<file path="config.mk">
export PLATFORM = sky130hd
export DESIGN_NAME = cavlc_level_dec
export DESIGN_NICKNAME = d
export VERILOG_FILES = /design/src/rtl/cavlc_lvl_pkg.sv /design/src/rtl/cavlc_lz_count.sv /design/src/rtl/cavlc_lvl_decode.sv /design/src/rtl/cavlc_level_dec.sv
export SDC_FILE = /design/constraint.sdc
export NUM_CORES = 1
export LEC_CHECK = 0
export BUFFER_PORTS_ARGS = -buffer_cell sky130_fd_sc_hd__buf_2
export CAP_MARGIN = 10
export CORE_ASPECT_RATIO = 0.75
export CORE_MARGIN = 3
export CORE_UTILIZATION = 65
export CTS_BUF_LIST = sky130_fd_sc_hd__clkbuf_8 sky130_fd_sc_hd__clkbuf_16
export DETAILED_ROUTE_END_ITERATION = 16
export PLACE_DENSITY = 0.86
export SYNTH_ARGS = -nofsm -noshare
export SYNTH_HDL_FRONTEND = slang
export SYNTH_SLANG_ARGS = --single-unit
</file>
<file path="constraint.sdc">
create_clock -name clk -period 20.3 [get_ports clk]
set_input_delay 3.045 -clock clk [delete_from_list [all_inputs] [get_ports clk]]
set_output_delay 3.045 -clock clk [all_outputs]
set_load 0.03 [all_outputs]
</file>
<file path="src/rtl/cavlc_lvl_pkg.sv">
package cavlc_lvl_pkg;
  localparam int TBL_W   = 3;
  localparam int PFX_W   = 5;
  localparam int REM_W   = 4;
  localparam int CODE_W  = 15;
  localparam int SFX_MAX = 13;
  localparam int ESC_PFX = 16;
  localparam int TBL_TOP = 6;
  localparam int HI_CNT  = 10;
  localparam int ESC_OFS = 4096;

  typedef logic [TBL_W-1:0] tbl_t;

  typedef struct packed {
    logic [REM_W-1:0]  rem_len;
    logic [CODE_W-1:0] base;
    tbl_t              next_tbl;
  } s1_entry_t;

  // Next table from the zero run alone: for a fixed table the magnitude
  // threshold falls exactly on a run-length boundary.
  function automatic tbl_t step_table(tbl_t cur, logic [PFX_W-1:0] pfx, logic adj);
    tbl_t nt;
    if (cur == '0)
      nt = (pfx >= (adj ? PFX_W'(4) : PFX_W'(6))) ? tbl_t'(2) : tbl_t'(1);
    else if (cur < tbl_t'(TBL_TOP))
      nt = (pfx >= (adj ? PFX_W'(2) : PFX_W'(3))) ? cur + tbl_t'(1) : cur;
    else
      nt = cur;
    return nt;
  endfunction

  function automatic s1_entry_t first_stage(tbl_t tbl, logic [PFX_W-1:0] pfx, logic adj);
    s1_entry_t e;
    logic [CODE_W-1:0] clip;
    clip = (pfx >= PFX_W'(15)) ? CODE_W'(15) : CODE_W'(pfx);
    if (pfx >= PFX_W'(15))
      e.rem_len = REM_W'(pfx - PFX_W'(3));
    else if (pfx == PFX_W'(14) && tbl == '0)
      e.rem_len = REM_W'(4);
    else
      e.rem_len = REM_W'(tbl);
    e.base = (clip << tbl)
           + ((pfx >= PFX_W'(15) && tbl == '0) ? CODE_W'(15) : CODE_W'(0))
           + (adj ? CODE_W'(2) : CODE_W'(0));
    e.next_tbl = step_table(tbl, pfx, adj);
    return e;
  endfunction

  function automatic logic [CODE_W-1:0] escape_base(tbl_t tbl, logic adj);
    return (CODE_W'(15) << tbl)
         + ((tbl == '0) ? CODE_W'(15) : CODE_W'(0))
         + CODE_W'(ESC_OFS)
         + (adj ? CODE_W'(2) : CODE_W'(0));
  endfunction

  function automatic logic signed [CODE_W:0] code_to_level(logic [CODE_W-1:0] code);
    logic [CODE_W:0] c;
    logic [CODE_W:0] pos;
    logic [CODE_W:0] neg;
    c   = {1'b0, code};
    pos = (c + (CODE_W+1)'(2)) >> 1;
    neg = (c + (CODE_W+1)'(1)) >> 1;
    return code[0] ? -$signed(neg) : $signed(pos);
  endfunction
endpackage

</file>
<file path="src/rtl/cavlc_lz_count.sv">
module cavlc_lz_count #(
  parameter int WIN_W = 32,
  parameter int LIMIT = 16,
  localparam int CNT_W = $clog2(LIMIT + 1)
) (
  input  logic [WIN_W-1:0] bits,
  output logic [CNT_W-1:0] zeros
);
  // Saturates at LIMIT; the lowest index holding a one wins.
  always_comb begin
    zeros = CNT_W'(LIMIT);
    for (int i = LIMIT - 1; i >= 0; i--) begin
      if (bits[WIN_W-1-i]) zeros = CNT_W'(i);
    end
  end
endmodule

</file>
<file path="src/rtl/cavlc_lvl_decode.sv">
module cavlc_lvl_decode
  import cavlc_lvl_pkg::*;
#(
  parameter int WIN_W   = 32,
  parameter int LEVEL_W = 16,
  localparam int BITS_W = $clog2(WIN_W + 1)
) (
  input  logic [WIN_W-1:0]   win,
  input  tbl_t               tbl,
  input  logic               adj,
  output logic [LEVEL_W-1:0] level,
  output logic [BITS_W-1:0]  nbits,
  output tbl_t               next_tbl,
  output logic               escape
);
  logic [PFX_W-1:0]  lz;
  s1_entry_t         s1;
  logic [REM_W-1:0]  rem_len;
  logic [WIN_W-1:0]  after_pfx;
  logic [WIN_W-1:0]  sfx_wide;
  logic [CODE_W-1:0] code;

  cavlc_lz_count #(.WIN_W(WIN_W), .LIMIT(ESC_PFX)) u_lz (
    .bits  (win),
    .zeros (lz)
  );

  always_comb begin
    escape    = (lz == PFX_W'(ESC_PFX));
    s1        = first_stage(tbl, lz, adj);
    rem_len   = escape ? REM_W'(SFX_MAX) : s1.rem_len;
    after_pfx = win << (BITS_W'(lz) + BITS_W'(1));
    sfx_wide  = after_pfx >> (BITS_W'(WIN_W) - BITS_W'(rem_len));
    code      = (escape ? escape_base(tbl, adj) : s1.base)
              + CODE_W'(sfx_wide[SFX_MAX-1:0]);
    next_tbl  = escape ? step_table(tbl, lz, adj) : s1.next_tbl;
    level     = LEVEL_W'(code_to_level(code));
    nbits     = BITS_W'(lz) + BITS_W'(1) + BITS_W'(rem_len);
  end
endmodule

</file>
<file path="src/rtl/cavlc_level_dec.sv">
module cavlc_level_dec
  import cavlc_lvl_pkg::*;
#(
  parameter int WIN_W     = 32,
  parameter int LEVEL_W   = 16,
  parameter int MAX_COEFF = 16,
  localparam int CNT_W  = $clog2(MAX_COEFF + 1),
  localparam int BITS_W = $clog2(WIN_W + 1)
) (
  input  logic               clk,
  input  logic               rst_n,
  input  logic               start,
  input  logic [CNT_W-1:0]   total_coeff,
  input  logic [1:0]         trailing_ones,
  input  logic               win_valid,
  input  logic [WIN_W-1:0]   win,
  output logic               level_valid,
  output logic [LEVEL_W-1:0] level,
  output logic [BITS_W-1:0]  bits_used,
  output logic               busy,
  output logic               done
);
  logic               busy_q, valid_q, done_q, adj_q;
  logic [CNT_W-1:0]   left_q;
  tbl_t               tbl_q;
  logic [LEVEL_W-1:0] level_q;
  logic [BITS_W-1:0]  bits_q;

  logic               start_fire, dec_fire, last_level;
  logic [CNT_W-1:0]   lvl_count;
  tbl_t               init_tbl;
  logic               init_adj;
  logic [LEVEL_W-1:0] dec_level;
  logic [BITS_W-1:0]  dec_bits;
  tbl_t               dec_next;
  logic               dec_escape;

  assign start_fire = start & ~busy_q;
  assign dec_fire   = busy_q & win_valid & ~valid_q;
  assign last_level = (left_q == CNT_W'(1));
  assign lvl_count  = total_coeff - CNT_W'(trailing_ones);
  assign init_adj   = (trailing_ones < 2'd3);
  assign init_tbl   = (total_coeff > CNT_W'(HI_CNT) && init_adj) ? tbl_t'(1) : tbl_t'(0);

  cavlc_lvl_decode #(.WIN_W(WIN_W), .LEVEL_W(LEVEL_W)) u_dec (
    .win      (win),
    .tbl      (tbl_q),
    .adj      (adj_q),
    .level    (dec_level),
    .nbits    (dec_bits),
    .next_tbl (dec_next),
    .escape   (dec_escape)
  );

  always_ff @(posedge clk or negedge rst_n) begin
    if (!rst_n) begin
      busy_q  <= 1'b0;
      valid_q <= 1'b0;
      done_q  <= 1'b0;
      adj_q   <= 1'b0;
      left_q  <= '0;
      tbl_q   <= '0;
      level_q <= '0;
      bits_q  <= '0;
    end else begin
      valid_q <= 1'b0;
      done_q  <= 1'b0;
      if (start_fire) begin
        left_q <= lvl_count;
        tbl_q  <= init_tbl;
        adj_q  <= init_adj;
        busy_q <= (lvl_count != '0);
        done_q <= (lvl_count == '0);
      end else if (dec_fire) begin
        valid_q <= 1'b1;
        level_q <= dec_level;
        bits_q  <= dec_bits;
        tbl_q   <= dec_next;
        adj_q   <= 1'b0;
        left_q  <= left_q - CNT_W'(1);
        if (last_level) begin
          busy_q <= 1'b0;
          done_q <= 1'b1;
        end
      end
    end
  end

  assign level_valid = valid_q;
  assign level       = level_q;
  assign bits_used   = bits_q;
  assign busy        = busy_q;
  assign done        = done_q;
endmodule

</file>
==> results.md <==
- Status: completed
- Area of the multi-input gates: 0.00680 mm²
- Combinational Power Share: 0.871
- Initial core utilization: 0.685
- Area leader, netlist: dfrtp_1
- Register area: roughly 850 µm²
- # diodes: 0
- Number of global-route vias before repair: 8496
- Crit path depth: 30
- Overall via count from detail_route: 9565
- Worst setup EP type: flip-flop
- Mapped Cells: 1142
- Final Cycle Share: 0.627
- TritonCTS clock tree: done
- Startpoint Class: primary input
- # fillers: 1018
- Lkg Pwr: 3.77 nW
- R2R depth: 26
- Std cell rows: 34
- Syn Nets: 1246
- ANT nets after route: 0
- Clock sinks: 34
- Met3 usage: 0.137
- Tot GR Track Use: 0.383
- Routability cong.: approximately 1.1
- Global routing usage on met1: 0.570
- Crit path from: win[31]
- Final Hold Viols: 0
- Final clock skew: between 0.0015 and 0.002 ns
- Synth top area cells: dfrtp_1 10%, ha_1 8.3%, nand2_1 6.8%, o21ai_0 5.0%, nor2_1 4.8%
- Dpl ws: 7.61 ns
- Die X: ~140 µm
- Global routing's busiest layer: met1
- Part of the power in the clock network: 0.047
- Endpoints failing setup: 0
- Router iterations before antenna repair: 7
- Critical-path maximum fanout: 26
- P_int: about 0.66 mW
- Via density: 7.25
- Worst hold path type: flip-flop to flip-flop
- Yosys cell types: 83
- CTS H-tree depth: 2
- GR Util met2: 0.544
- Initial antenna violation count: 0
- Tightest Pin Transition: 1.12 ns
- Largest stage delay on the critical path: around 0.90 ns
- Drt wl/cell: between 20 and 25 µm
- Design area: 0.00863 mm²
- DIE HEIGHT: 103 µm
- DRC: 0
- Area growth from synthesis to layout: 5.77%
- Root Buffer: clkbuf_16
- Number of flops mapped to enable cells by yosys: 0
- Critical Path AT: 12.91 ns
- First-pass GRT wire length: 43700 µm
- Detailed Route Iter0 Violations: 1475
- Skew-Pair Late Insertion Delay: 0.27 ns
- Num ports: between 60 and 70
- Total gr overflow: 0
- Share of cells above drive strength 1: 0.118
- Synth top cells by count: 147 x nand2_1, 104 x nor2_1, 81 x o21ai_0
- Post-Layout Cell Count: 1319
- Crit-path most repeated cell: ha_1
- Post-CTS setup buffers: 0
- Resized Gates After CTS: 0
- Sequential group share of total power: 0.082
- Peak supply drop: roughly 0.47 mV
- Fraction of synthesis flops using an asynchronous set or reset pin: 1.00
- Relative slew margins: 0.254
- Worst-path cell with the longest stage delay: xor2_1
- Syn_area_per_cell: between 7 and 8 µm²
- # hold bufs at CTS: 0
- Num CTS Buffers: 5
- CP delay by family, top: compound AO/OA/AOI/OAI gates
- Most common cell in the synthesized netlist: nand2_1
- Die area: 0.0139 mm²
- Core region area: 0.0119 mm²
- Port bufs: 67
- Post-layout minimum cycle time: 12.73 ns
- Finished Core Util: 0.724
- Top_reg_cell synth: dfrtp_1
- Switching Fraction: 0.588
- WHS: 0.470 ns
- DP Area: roughly 0.0085 mm²
- RR Startpoint: tbl_q[2]
- Clk slew on worst S/H paths: 0.05 ns
- Placed cell count: 1311
- CTS Buffer Depth: 2
- Yosys warns: 0
- Final WS setup: 7.57 ns
- Number of synthesized register bits: 34
- Worst Path Buf+Inv: 4
- Power Total: 1.59 mW
- Post-Syn Area: between 0.008 and 0.009 mm²
- Post-synth top area share: 0.104
- Worst Hold Depth: 2
- Switching component of the power: ~0.94 mW
- Power Dens Cells: around 180 mW/mm²
- Critical Path RT: 20.48 ns
- Final nets: 1260
- MaxCap Viol Count: 0
- Post-DP HPWL: 21000 µm
- Final WL: ~28000 µm
- Sequential fraction of the synthesis area: 0.104
- WS Path Type: primary input to flip-flop
- RSZ-0062 raised after global routing: false
- Hold Startpoint: level[0]
- Max frequency: 78.5 MHz
- Final setup TNS: 0 ns
- Final Max Slew Viols: 0
- Largest net degree at the start of global routing: 45
[kinds of logic after synthesis]
| family | after synthesis | synth area share |
|---|---|---|
| flops | 34 | 0.104 |
| compound gates | 389 | 0.339 |
| simple gates | 426 | 0.246 |
| xor+xnor | 52 | 0.0558 |
| fa+ha+maj | 61 | 0.100 |
| mux | 54 | 0.0922 |
| buf+inv | 126 | 0.0621 |
[worst register-to-register path, delay by kind of cell, from the launching register on]
family,cells,cell delay (ns)
adder cells (fa/ha/maj),2,0.82
flip-flops,1,0.77
XOR/XNOR,2,1.02
buffers and inverters,4,1.63
AND/OR/NAND/NOR,8,2.14
multiplexers,1,0.39
AO/OA/AOI/OAI,9,2.18
[area by class of cell]
cell class | count | share of cell area
Clock buffer | 6 | 0.0161
Inverter | 55 | 0.0242
Tap cell | 162 | 0.0235
Sequential cell | 34 | 0.0986
Multi-Input combinational cell | 982 | 0.788
Clock inverter | 2 | 0.00102
Timing Repair Buffer | 78 | 0.0484
[layout by cell type, fill, tap and decap left out, types with 7 or more instances in the layout]
cell type	count
nand2b_1	10
or3_1	14
nand2_1	147
nand4_1	10
a22oi_1	15
buf_4	11
nor2b_1	9
mux2_2	10
xor2_1	18
o221ai_1	14
fa_1	7
nor2_1	104
nor3_1	43
nor4_1	11
dfrtp_1	34
mux2i_1	29
or4_1	7
nand3_1	23
o22ai_1	13
a211o_1	11
xnor2_1	34
buf_2	67
a2111oi_0	8
inv_1	46
a211oi_1	25
mux4_2	12
a221oi_1	11
o21ai_0	80
o21a_1	10
ha_1	54
a31oi_1	13
o211ai_1	14
and3_1	9
a21oi_1	56
a21o_1	13
o31ai_1	24
or2_2	9
a221o_1	7
and2_1	11
[final timing paths]
kind / slack [ns] / end
max: 7.57 / level[12]
min: 0.47 / level[0]
max reg2reg: 11.27 / level[12]
min reg2reg: 0.47 / level[0]
max in group asynchronous: 17.00 / bits_used[4]
min in group asynchronous: 2.83 / busy
[power groups by stage]
stage	clock (mW)	combinational, mW	sequential, mW
6_report	0.0748	1.38	0.131
5_1_grt	0.0774	1.48	0.135
4_1_cts	0.0751	1.33	0.130
3_5_place_dp	0	1.32	0.129
3_3_place_gp	0	1.29	0.128
2_1_floorplan	0	0.969	0.157
[sequential cells by signal (all words and copies together) (netlist names)]
| name | count |
|---|---|
| bits_used | 6 |
| busy | 1 |
| adj_q | 1 |
| level_valid | 1 |
| level | 16 |
| left_q | 5 |
| done | 1 |
| tbl_q | 3 |
[routing by layer]
metal,vias up,part of all wire
met5,-,0.0016
met2,732,0.39
met1,4400,0.43
met4,2,0.013
li1,4371,-
met3,60,0.16
(Power assumes the default switching activity.)
